**src/rtl/phy_mgmt_bridge.sv**
```systemverilog
module phy_mgmt_bridge #(
  parameter int         MDC_HALF = 4,
  parameter logic [4:0] PHY_ADDR = 5'd1
) (
  input  logic        clk,
  input  logic        rst_n,
  input  logic        host_we,
  input  logic        host_addr,
  input  logic [15:0] host_wdata,
  output logic [15:0] host_rdata,
  output logic        mdc,
  output logic        mdio_o,
  output logic        mdio_oe,
  input  logic        mdio_i
);
  localparam int CW = (MDC_HALF > 1) ? $clog2(MDC_HALF) : 1;

  logic [15:0] data_q, rx_q;
  logic [4:0]  idx_q;
  logic        wr_q, rd_q, mdc_q;
  logic [CW-1:0] cnt_q;
  logic [5:0]  bit_q;
  logic [63:0] sr_q;

  wire busy = wr_q | rd_q;
  wire tick = busy && (cnt_q == CW'(MDC_HALF - 1));
  wire rise = tick && !mdc_q;
  wire fall = tick && mdc_q;
  wire done = fall && (bit_q == 6'd63);
  wire wr_go = host_wdata[5];
  wire rd_go = host_wdata[6] & ~host_wdata[5];
  wire [63:0] frame = {32'hFFFF_FFFF, 2'b01, wr_go ? 2'b01 : 2'b10,
                       PHY_ADDR, host_wdata[4:0], 2'b10, data_q};

  assign host_rdata = host_addr ? {9'd0, rd_q, wr_q, idx_q} : data_q;
  assign mdc        = mdc_q;
  assign mdio_o     = busy & sr_q[63];
  assign mdio_oe    = busy && !(rd_q && bit_q >= 6'd46);

  always_ff @(posedge clk or negedge rst_n) begin
    if (!rst_n) begin
      data_q <= '0; rx_q <= '0; idx_q <= '0;
      wr_q <= 1'b0; rd_q <= 1'b0; mdc_q <= 1'b0;
      cnt_q <= '0; bit_q <= '0; sr_q <= '0;
    end else if (!busy) begin
      if (host_we && !host_addr) data_q <= host_wdata;
      if (host_we && host_addr) begin
        idx_q <= host_wdata[4:0];
        wr_q  <= wr_go;
        rd_q  <= rd_go;
        sr_q  <= frame;
        cnt_q <= '0;
        bit_q <= '0;
        mdc_q <= 1'b0;
      end
    end else begin
      cnt_q <= tick ? '0 : cnt_q + 1'b1;
      if (tick) mdc_q <= ~mdc_q;
      if (rise && rd_q && bit_q >= 6'd48) rx_q <= {rx_q[14:0], mdio_i};
      if (fall) begin
        sr_q  <= {sr_q[62:0], 1'b0};
        bit_q <= bit_q + 1'b1;
      end
      if (done) begin
        wr_q <= 1'b0;
        rd_q <= 1'b0;
        if (rd_q) data_q <= rx_q;
      end
    end
  end

  p_mdc_idle_low_r4: assert property (@(posedge clk) disable iff (!rst_n)
    !busy |-> !mdc);
  p_mdio_on_fall_r5: assert property (@(posedge clk) disable iff (!rst_n)
    (busy && $past(busy) && !$past(fall)) |-> $stable(mdio_o));
  p_oe_on_fall_r6: assert property (@(posedge clk) disable iff (!rst_n)
    (busy && $past(busy) && !$past(fall)) |-> $stable(mdio_oe));
  p_read_load_r7: assert property (@(posedge clk) disable iff (!rst_n)
    (done && rd_q) |=> (data_q == $past(rx_q)));
  p_end_clears_r8: assert property (@(posedge clk) disable iff (!rst_n)
    done |=> (!busy && !mdc));
  p_one_start_r9: assert property (@(posedge clk) disable iff (!rst_n)
    !(wr_q && rd_q));
  p_busy_locks_r10: assert property (@(posedge clk) disable iff (!rst_n)
    (busy && host_we) |=> $stable(idx_q));
  p_data_write_r2: assert property (@(posedge clk) disable iff (!rst_n)
    (!busy && host_we && !host_addr) |=> (data_q == $past(host_wdata)));
endmodule

```
**config.mk**
```make
export PLATFORM = sky130hd
export DESIGN_NAME = phy_mgmt_bridge
export DESIGN_NICKNAME = d
export VERILOG_FILES = /design/src/rtl/phy_mgmt_bridge.sv
export SDC_FILE = /design/constraint.sdc
export NUM_CORES = 1
export LEC_CHECK = 0
export ABC_AREA = 1
export ABC_CLOCK_PERIOD_IN_PS = 1400
export BUFFER_PORTS_ARGS = -buffer_cell sky130_fd_sc_hd__buf_4
export CAP_MARGIN = 5
export CORE_MARGIN = 4
export CORE_UTILIZATION = 40
export CTS_CLUSTER_SIZE = 28
export DETAILED_ROUTE_END_ITERATION = 8
export GPL_ROUTABILITY_DRIVEN = 0
export PLACE_DENSITY_LB_ADDON = 0.08
export SLEW_MARGIN = 20
export SYNTH_ARGS = -nofsm -noshare
export SYNTH_HDL_FRONTEND = slang
export SYNTH_SLANG_ARGS = --single-unit
```
**constraint.sdc**
```tcl
create_clock -name clk -period 1.4 [get_ports clk]
set_input_delay 0.14 -clock clk [delete_from_list [all_inputs] [get_ports clk]]
set_output_delay 0.14 -clock clk [all_outputs]
set_load 0.01 [all_outputs]
```
==> impl_summary.log, run 1 <==
INFO  metric run_status = complete, but fails checks
INFO  metric violations = setup timing
INFO  metric final_worst_slack = -274 ps
INFO  metric delay_of_the_slowest_critical_path_stage = 400 ps
INFO  metric path_delay_family = buffers and inverters
INFO  metric area_delta_synth_final = 49.7%
INFO  metric global_route.overflow_total = 0
INFO  metric yosys_warnings = 0
INFO  metric place_hpwl = 7330 µm
INFO  metric max_cap_viol_count = 0
INFO  metric worst-setup-path-type = reg -> reg
INFO  metric synth_largest_type_area_fraction = 56.3%
INFO  metric grt_max_degree = 76
INFO  metric design.die.area = 14300 µm²
INFO  metric drt_pre_antenna_iters = 4
INFO  metric post_synth.cell_area_avg = 8.96 µm²
INFO  metric first_global_vias = 3968
INFO  metric final_layout_size_suffix_gt1_share = 42.9%
INFO  metric cts-root-to-sink-buffers = 2
INFO  metric ys_ff_latch = 112
INFO  metric viasPerCell = 4.90
INFO  metric mappedNetlistNets = 579
INFO  metric detail-route-antenna-nets = 0
INFO  metric setup_viol = 104
INFO  metric power.density_cell_area = 1740 nW/µm²
INFO  metric clk_transition_reported_paths = 70 ps
INFO  metric total_power = 12.9 mW
INFO  metric worstPathArrival = 1960 ps
INFO  metric detailed_route_wire_length = 12500 µm
INFO  metric track_usage = 16.9%
INFO  metric place.port_buffers = 39
INFO  metric irDropWorstVdd = 1220 µV
INFO  metric worstSetupStartpointType = flip-flop
INFO  metric ios = 40
INFO  metric tritoncts = yes
INFO  metric die_y = 120 µm
INFO  metric htree_num_levels = 3
INFO  metric maximum_clock_frequency = 597 MHz
INFO  metric rsz0062_at_grt = true
INFO  metric synth.lib_cells_used.distinct = 30
INFO  metric post_synth_main_area_contributors = sky130_fd_sc_hd__dfrtp_1, sky130_fd_sc_hd__nand2_1, sky130_fd_sc_hd__o21ai_0
INFO  metric cts_inserted_buffers = 9
INFO  metric clock_insertion_delay_worst_skew = 360 ps
INFO  metric fin_tns_setup = -17610 ps
INFO  metric number_of_inserted_diodes = 0
INFO  metric die_w = 120 µm
INFO  metric fp-row-count = 40
INFO  metric max-slew-margin-rel = 67.3%
INFO  metric route.detailed.drc = 0
INFO  metric finalCriticalPeriod = 1670 ps
INFO  metric wire_length_per_cell = 15.0 µm
INFO  metric power.static_leakage = 3.52 nW
INFO  metric clockRootBuffer = sky130_fd_sc_hd__clkbuf_16
INFO  metric postLayoutCellArea = 7450 µm²
INFO  metric cp_slowest_cell = sky130_fd_sc_hd__dfrtp_1
INFO  metric post_synth_inst_count = 555
INFO  metric worst_hold_path_type = in -> reg
INFO  metric crit_path_cell_trace = buf_6 > nor2_4 > buf_6 > nor2_4 > buf_6 > buf_6 > nand3b_1 > buf_6 > clkbuf_16 > nand2_4 > o21ai_2
INFO  metric final.setup_skew = 7.45 ps
INFO  metric grt_first_pass_wirelength = 19400 µm
INFO  metric worst-path-max-fanout = 8
INFO  metric syn_area = 4970 µm²
INFO  metric core_area = 12100 µm²
INFO  metric placed_area = 5720 µm²
INFO  metric detailroute.via_count = 4095
INFO  metric fin_nets = 687
INFO  metric yosysSeqAreaShare = 56.3%
INFO  metric clock_sinks = 112
INFO  metric yosys.area.top_type = sky130_fd_sc_hd__dfrtp_1
INFO  metric final-max-slew-violation-count = 0
INFO  metric antenna_found_initial = 0
INFO  metric drt_first_iter_violations = 200
INFO  metric cp.required = 1690 ps
INFO  metric final-hold-violation-count = 0
INFO  metric worst_margin_slew = 490 ps
INFO  metric crit_path_frequent_cell = sky130_fd_sc_hd__buf_6
INFO  metric timing.critical_path.buf_inv = 6
INFO  metric start_util = 41.1%
INFO  metric finalCritPeriodShare = 120%
INFO  metric timing.critical_path.to_type = flip-flop
## area by class of cell
class                           instances  area, µm²
Tap cell                              168        210
Inverter                               90        369
Clock buffer                           10        239
Fill cell                            1020       4660
Multi-Input combinational cell        324       2290
Clock inverter                          5       63.8
Sequential cell                       112       2800
Timing Repair Buffer                  126       1470
## layer usage
metal / vias to the layer above / global-route usage (%) / wire length [µm]
met5: - / 0 / 0
met4: 0 / 6.73 / 281
met3: 24 / 2.87 / 276
met2: 63 / 27.4 / 6310
met1: 2003 / 22.7 / 5620
li1: 2005 / - / -
## kinds of logic (layout without fill, tap and decap cells)
logic type / count (synthesis) / count (layout) / share of synthesized area (%)
buffers and inverters: 119 / 231 / 9.66
flip-flops: 112 / 112 / 56.3
adder cells (fa/ha/maj): 3 / 3 / 0.755
AO/OA/AOI/OAI: 130 / 130 / 16.4
AND/OR/NAND/NOR: 186 / 186 / 15.7
multiplexers: 5 / 5 / 1.13
## worst register-to-register path, cell delays in order, from the launching register on
cell and delay, ps:
sky130_fd_sc_hd__dfrtp_1 400, sky130_fd_sc_hd__buf_6 130, sky130_fd_sc_hd__nor2_4 120, sky130_fd_sc_hd__buf_6 140
sky130_fd_sc_hd__nor2_4 50, sky130_fd_sc_hd__buf_6 110, sky130_fd_sc_hd__buf_6 100, sky130_fd_sc_hd__nand3b_1 90
sky130_fd_sc_hd__buf_6 160, sky130_fd_sc_hd__clkbuf_16 200, sky130_fd_sc_hd__nand2_4 60, sky130_fd_sc_hd__o21ai_2 50
## stage by stage
step / setup WS (ps) / util [%] / std cells / hold WS (ps)
6_report: -274 / 61.5 / 835 / 24.2
2_1_floorplan: -14.7 / - / 555 / -156
3_3_place_gp: -98.8 / 47.3 / 771 / 210
3_5_place_dp: -105 / 47.3 / 771 / 208
5_1_grt: -343 / 61.5 / 835 / 21.3
4_1_cts: -303 / 55.5 / 816 / 15.1
## path summary, 6_finish.rpt
kind                       startpoint    endpoint  slack [ps]  cells past startpoint
setup reg to reg                 rd_q     rx_q[4]        -270                     11
min in group asynchronous       rst_n    sr_q[23]         340                      3
setup / recovery                 rd_q     rx_q[4]        -270                     11
hold / removal                 mdio_i     rx_q[0]          20                      3
hold reg to reg            data_q[15]  data_q[15]         480                      2
max in group asynchronous       rst_n     sr_q[1]         650                      3
## registers in the layout, indices dropped and copies added (netlist names)
signal,cells
sr_q,64
data_q,16
rx_q,16
bit_q,6
idx_q,5
cnt_q,2
mdc,1
rd_q,1
wr_q,1
## synth_stat cells, drive strengths merged
| cell | count |
|---|---|
| o211ai | 7 |
| a21oi | 4 |
| nand3 | 27 |
| mux2 | 5 |
| nand2 | 132 |
| nor2 | 23 |
| clkinv | 1 |
| clkbuf | 12 |
| o31ai | 1 |
| nand4 | 1 |
| o21ai | 77 |
| dfrtp | 112 |
| or2 | 1 |
| o22ai | 6 |
| nand3b | 1 |
| inv | 89 |
| buf | 17 |
| ha | 3 |
| nor3 | 1 |
| a22oi | 35 |
## power breakdown
group / internal, mW / switching [mW]
sequential: 3.94 / 0.404
combinational: 2.95 / 2.98
clock: 1.45 / 1.22
## placed cells by master (no fill, tap or decap), drive strengths merged, types with 3 or more instances in the layout
cell	netlist	routed
nor2	23	23
dfrtp	112	112
buf	17	118
mux2	5	5
ha	3	3
clkbuf	12	17
o211ai	7	7
a21oi	4	4
o21ai	77	77
o22ai	6	6
nand3	27	27
nand2	132	132
clkinv	1	4
a22oi	35	35
inv	89	89
## what timing repair did
| item | in CTS | in global routing |
|---|---|---|
| hold buffers | 1 | 0 |
| cloned | 7 | 8 |
| setup buffers | 23 | 19 |
| pin swaps | 7 | 22 |
| endpoints found under the setup margin | 64 | 114 |
| endpoints found under the hold margin | 112 | 0 |
| resized for setup | 99 | 165 |
No activity file was read; power rests on OpenSTA's default activity.
==> run 2: changes to the inputs <==
--- a/config.mk
+++ b/config.mk
@@ -9,6 +9,7 @@
 export ABC_CLOCK_PERIOD_IN_PS = 1400
 export BUFFER_PORTS_ARGS = -buffer_cell sky130_fd_sc_hd__buf_4
 export CAP_MARGIN = 5
+export CORE_ASPECT_RATIO = 1.75
 export CORE_MARGIN = 4
 export CORE_UTILIZATION = 40
 export CTS_CLUSTER_SIZE = 28
==> impl_summary.log, run 2 (synthesis gave the netlist of run 1 again) <==
INFO  metric run_status = complete, but fails checks
INFO  metric violations = setup timing
INFO  metric grt_first_pass_wirelength = 21400 µm
INFO  metric net-switching-power = 4.54 mW
INFO  metric cts-root-to-sink-buffers = 2
INFO  metric finalCriticalPeriod = 1590 ps
INFO  metric final_layout_size_suffix_gt1_share = 41.6%
INFO  metric worstSetupStartpointType = flip-flop
INFO  metric cp_slowest_cell = sky130_fd_sc_hd__dfrtp_1
INFO  metric clock_insertion_delay_worst_skew = 350 ps
INFO  metric area_delta_synth_final = 50.0%
INFO  metric drt_pre_antenna_iters = 4
INFO  metric max_cap_viol_count = 0
INFO  metric path_delay_family = buffers and inverters
INFO  metric detailed_route_wire_length = 13300 µm
INFO  metric clk_transition_reported_paths = 80 ps
INFO  metric global_route.overflow_total = 0
INFO  metric worst-path-max-fanout = 6
INFO  metric postLayoutCellArea = 7460 µm²
INFO  metric delay_of_the_slowest_critical_path_stage = 390 ps
INFO  metric fin_nets = 689
INFO  metric drt_first_iter_violations = 151
INFO  metric mostFrequentLayoutCells = sky130_fd_sc_hd__dfrtp_1, sky130_fd_sc_hd__nand2_1, sky130_fd_sc_hd__inv_1
INFO  metric crit_path_cell_trace = buf_6 > nor2_4 > buf_6 > nor2_4 > nand2_4 > buf_6 > inv_12 > buf_12 > buf_16 > a22oi_2
INFO  metric viasPerCell = 4.96
INFO  metric worst-setup-path-type = reg -> reg
INFO  metric p_int = 8.22 mW
INFO  metric grt_max_degree = 38
INFO  metric worst_margin_slew = 350 ps
INFO  metric start_util = 41.2%
INFO  metric crit_path_frequent_cell = sky130_fd_sc_hd__buf_6
INFO  metric place.port_buffers = 39
INFO  metric final.fill_count = 1050
INFO  metric power.static_leakage = 3.52 nW
INFO  metric core_area = 12100 µm²
INFO  metric final_worst_slack = -188 ps
INFO  metric flop_pwr_share = 34.0%
INFO  metric die_w = 92.3 µm
INFO  metric clock_power_share = 19.7%
INFO  metric die_y = 156 µm
INFO  metric largestRegisters = sr_q (64), data_q (16), rx_q (16)
INFO  metric rsz0062_at_grt = true
INFO  metric maximum_clock_frequency = 630 MHz
INFO  metric combPwrFrac = 46.2%
INFO  metric timing.critical_path.to_type = flip-flop
INFO  metric place_hpwl = 7990 µm
INFO  metric htree_num_levels = 3
INFO  metric power.density_cell_area = 1710 nW/µm²
INFO  metric final-hold-violation-count = 0
INFO  metric placed_area = 5730 µm²
INFO  metric number_of_inserted_diodes = 0
INFO  metric track_usage = 18.9%
INFO  metric worstPathArrival = 1850 ps
INFO  metric swShare = 35.5%
INFO  metric total_power = 12.8 mW
INFO  metric tritoncts = yes
INFO  metric clockRootBuffer = sky130_fd_sc_hd__clkbuf_16
INFO  metric worst_hold_path_type = in -> reg
INFO  metric detail-route-antenna-nets = 0
INFO  metric wire_length_per_cell = 15.9 µm
INFO  metric final-max-slew-violation-count = 0
INFO  metric finalCritPeriodShare = 113%
INFO  metric layout_commonest_cell = sky130_fd_sc_hd__dfrtp_1
INFO  metric design.die.area = 14400 µm²
INFO  metric cts_inserted_buffers = 9
INFO  metric route.detailed.drc = 0
INFO  metric irDropWorstVdd = 997 µV
INFO  metric ios = 40
INFO  metric first_global_vias = 4374
INFO  metric top_register = sr_q
INFO  metric preCtsSetupSlack = -87.0 ps
INFO  metric cp.required = 1670 ps
INFO  metric fp-row-count = 53
INFO  metric largest_register_ffs = 64
INFO  metric clock_sinks = 112
INFO  metric timing.critical_path.buf_inv = 6
INFO  metric final.setup_skew = 9.85 ps
INFO  metric max-slew-margin-rel = 76.7%
INFO  metric detailroute.via_count = 4143
INFO  metric setup_viol = 109
INFO  metric antenna_found_initial = 0
==> run 2: cell type report <==
class | instances | area [µm²] | share of cell area, %
clock buffers | 12 | 256 | 3.44
clock inverters | 4 | 33.8 | 0.453
inverters | 90 | 358 | 4.80
multi-input cells | 324 | 2220 | 29.7
flip-flops and latches | 112 | 2800 | 37.6
well taps | 165 | 206 | 2.77
repair buffers | 128 | 1590 | 21.2
==> run 2: metal layers <==
metal	part of all wire, %	routed length [µm]	vias up	track usage (%)
met5	0	0	-	0
met2	58	7780	51	36.8
met3	2.4	316	12	2.85
met1	38	5040	2063	20.8
met4	1.3	178	0	5.32
li1	-	-	2017	-
==> run 2: what timing repair did <==
action | CTS | global route
gates resized for setup | 165 | 72
setup endpoints to repair | 92 | 115
gates cloned | 17 | 3
buffers inserted | 27 | 2
pin swaps | 16 | 14
endpoints found under the hold margin | 22 | 0
hold buffers | 1 | 0
==> run 2: power by group through the flow <==
stage	logic (mW)	clock network, mW	registers (mW)
global route	6.41	2.69	4.41
global placement	3.63	0	4.36
finish	5.90	2.52	4.34
CTS	5.58	2.59	4.33
floorplan	2.28	0	4.27
detailed placement	3.70	0	4.37
==> run 2: path summary, 6_finish.rpt <==
path / startpoint / endpoint / slack, ps / depth (start not counted)
max in group asynchronous: rst_n / bit_q[1] / 580 / 3
min reg2reg: data_q[8] / data_q[8] / 490 / 2
min: host_wdata[3] / idx_q[3] / 30 / 2
max: rd_q / sr_q[63] / -190 / 10
min in group asynchronous: rst_n / sr_q[33] / 240 / 2
max reg2reg: rd_q / sr_q[63] / -190 / 10
==> run 2: metrics by stage <==
stage               util [%]  hold slack (ps)  instances  TNS, ps
floorplan                  -             -156        555     -181
global placement        47.5             75.6        770    -1810
detailed placement      47.5             77.8        770    -2190
CTS                     59.3             20.7        831    -9810
global route            61.8             17.6        835   -20090
finish                  61.8             28.4        835   -11630
==> run 2: worst reg2reg max path: cells and delay by family (launching register included) <==
kind / cells / cell delay [ps]
AOI/OAI and AO/OA: 1 / 160
and+or+nand+nor: 3 / 240
DFF: 1 / 390
buffers and inverters: 6 / 720
==> run 3: changes to the inputs <==
--- a/config.mk
+++ b/config.mk
@@ -8,7 +8,6 @@
 export ABC_AREA = 1
 export ABC_CLOCK_PERIOD_IN_PS = 1400
 export BUFFER_PORTS_ARGS = -buffer_cell sky130_fd_sc_hd__buf_4
-export CAP_MARGIN = 5
 export CORE_ASPECT_RATIO = 1.75
 export CORE_MARGIN = 4
 export CORE_UTILIZATION = 40
==> constraint.sdc (replaced) <==
create_clock -name clk -period 1.4 [get_ports clk]
set_input_delay 0.21 -clock clk [delete_from_list [all_inputs] [get_ports clk]]
set_output_delay 0.21 -clock clk [all_outputs]
set_load 0.01 [all_outputs]
==> impl_summary.log, run 3 (synthesis gave the netlist of run 1 again) <==
INFO  metric power.density_cell_area = 1680 nW/µm²
INFO  metric place.port_buffers = 39
INFO  metric fin_tns_setup = -15260 ps
INFO  metric preCtsSetupSlack = -78.5 ps
INFO  metric drt_pre_antenna_iters = 4
INFO  metric cp.required = 1190 ps
INFO  metric detail-route-antenna-nets = 0
INFO  metric viasPerCell = 4.98
INFO  metric worst_margin_slew = 302 ps
INFO  metric finalCriticalPeriod = 1690 ps
INFO  metric antenna_found_initial = 0
INFO  metric path_delay_family = flip-flops
INFO  metric final-hold-violation-count = 0
INFO  metric combPwrFrac = 44.3%
INFO  metric layout_commonest_cell = sky130_fd_sc_hd__dfrtp_1
INFO  metric number_of_inserted_diodes = 0
INFO  metric global_route.overflow_total = 0
INFO  metric ff2ff_path_depth = 11
INFO  metric swShare = 36.7%
INFO  metric final.fill_count = 1045
INFO  metric grt_max_degree = 57
INFO  metric flop_pwr_share = 34.8%
INFO  metric holdCritStartpoint = host_wdata[0]
INFO  metric die_y = 156 µm
INFO  metric area_delta_synth_final = 51.3%
INFO  metric run_status = complete, but fails checks
INFO  metric detailroute.via_count = 4118
INFO  metric clock_sinks = 112
INFO  metric placed_area = 5700 µm²
INFO  metric max-slew-margin-rel = 79.8%
INFO  metric cts-root-to-sink-buffers = 2
INFO  metric violations = setup timing
INFO  metric critical_path_cell_count = 6
INFO  metric cp_slowest_cell = sky130_fd_sc_hd__dfrtp_1
INFO  metric place_hpwl = 7740 µm
INFO  metric hold_ws = 97.3 ps
INFO  metric die_w = 92.3 µm
INFO  metric dpl.cell_count = 765
INFO  metric power.static_leakage = 3.50 nW
INFO  metric final.setup_skew = 6.54 ps
INFO  metric postLayoutCellArea = 7530 µm²
INFO  metric timing.critical_path.buf_inv = 2
INFO  metric track_usage = 18.6%
INFO  metric route.detailed.drc = 0
INFO  metric crit_path_cell_trace = buf_6 > ha_4 > nor2_4 > nor3_2 > o21ai_1 > buf_4
INFO  metric ios = 40
INFO  metric start_util = 41.2%
INFO  metric max_cap_viol_count = 0
INFO  metric first_global_vias = 4180
INFO  metric final-max-slew-violation-count = 0
INFO  metric clockRootBuffer = sky130_fd_sc_hd__clkbuf_16
INFO  metric fin_nets = 681
INFO  metric design.die.area = 14400 µm²
INFO  metric final_worst_slack = -290 ps
INFO  metric net-switching-power = 4.65 mW
INFO  metric finalCritPeriodShare = 121%
INFO  metric cts_inserted_buffers = 9
INFO  metric drt_first_iter_violations = 230
INFO  metric stdcell_count = 827
INFO  metric core_area = 12100 µm²
INFO  metric clock_power_share = 21.0%
INFO  metric r2r_start = wr_q
INFO  metric largest_register_ffs = 64
INFO  metric worstSetupStartpointType = flip-flop
INFO  metric timing.critical_path.to_type = output pin
INFO  metric worst-setup-path-type = reg -> out
INFO  metric delay_of_the_slowest_critical_path_stage = 410 ps
INFO  metric clock_insertion_delay_worst_skew = 350 ps
INFO  metric p_int = 8.00 mW
INFO  metric detailed_route_wire_length = 13600 µm
INFO  metric worstPathArrival = 1480 ps
INFO  metric irDropWorstVdd = 1030 µV
INFO  metric worst_hold_path_type = in -> reg
INFO  metric tritoncts = yes
INFO  metric top_register = sr_q
INFO  metric worst-path-max-fanout = 2
INFO  metric maximum_clock_frequency = 592 MHz
INFO  metric timing.hold.worst_path_depth = 2
INFO  metric wire_length_per_cell = 16.4 µm
INFO  metric fp-row-count = 53
INFO  metric largestRegisters = sr_q (64), data_q (16), rx_q (16)
INFO  metric final_layout_size_suffix_gt1_share = 44.0%
INFO  metric clk_transition_reported_paths = 70 ps
INFO  metric worst_setup_path_startpoint = bit_q[1]
INFO  metric mostFrequentLayoutCells = sky130_fd_sc_hd__dfrtp_1, sky130_fd_sc_hd__nand2_1, sky130_fd_sc_hd__inv_1
INFO  metric grt_first_pass_wirelength = 21000 µm
INFO  metric rsz0062_at_grt = true
INFO  metric setup_viol = 111
INFO  metric htree_num_levels = 3
-- run 3: changes by cell type in the layout (fill, tap and decap cells not counted), moves of 5 or more --
cell	before	now
sky130_fd_sc_hd__o21ai_2	23	34
sky130_fd_sc_hd__o21ai_1	30	16
sky130_fd_sc_hd__nand2_4	12	17
sky130_fd_sc_hd__nand2_2	26	21
sky130_fd_sc_hd__o21ai_0	22	27
sky130_fd_sc_hd__buf_16	14	8
sky130_fd_sc_hd__nand3_2	3	8
sky130_fd_sc_hd__nand2_8	1	6
sky130_fd_sc_hd__buf_4	65	53
sky130_fd_sc_hd__nand3_1	23	15
sky130_fd_sc_hd__buf_6	29	35
-- run 3: power by group through the flow --
stage,clock [mW],combinational (mW),sequential (mW)
3_3_place_gp,0,3.60,4.36
3_5_place_dp,0,3.66,4.38
5_1_grt,2.86,6.13,4.47
6_report,2.65,5.60,4.40
2_1_floorplan,0,2.28,4.27
4_1_cts,2.71,4.97,4.34
-- run 3: worst reg2reg max path: cells and delay by family (launching register included) --
family | cells | cell delay (ps)
buffers and inverters | 5 | 650
and+or+nand+nor | 6 | 430
DFF | 1 | 400
-- run 3: final timing paths --
path                       slack, ps         end
max in group asynchronous        570     sr_q[5]
max                             -290     mdio_oe
max reg2reg                     -190    bit_q[3]
min in group asynchronous        270    sr_q[22]
min                              100    idx_q[0]
min reg2reg                      480  data_q[13]
-- run 3: timing repair --
item | 4_1_cts | 5_1_grt
cloned | 15 | 6
pin swaps | 14 | 20
setup buffers | 20 | 19
setup endpoints to repair | 90 | 115
gates resized for setup | 151 | 133
hold buffers | 1 | 0
hold endpoints to repair | 14 | 0
-- run 3: cell type report --
class	instances	area [µm²]	share of cell area, %
Tap cell	165	206	2.74
Sequential cell	112	2810	37.3
Inverter	90	368	4.89
Clock buffer	9	225	2.99
Timing Repair inverter	1	11.3	0.150
Timing Repair Buffer	117	1430	19.0
Clock inverter	7	77.6	1.03
Multi-Input combinational cell	326	2400	31.9
-- run 3: through the flow --
stage	power, mW	utilization [%]
2_1_floorplan	6.55	-
3_3_place_gp	7.96	47.2
3_5_place_dp	8.04	47.2
4_1_cts	12.0	58.0
5_1_grt	13.5	62.4
6_report	12.6	62.4
-- run 3: routing by layer --
layer  track usage, %  vias to the layer above  share of wire [%]
li1                 -                     2003                  -
met1             21.1                     2033                 38
met4             7.65                        0                1.9
met2             34.5                       63                 58
met5                0                        -                  0
met3             2.81                       19                2.5
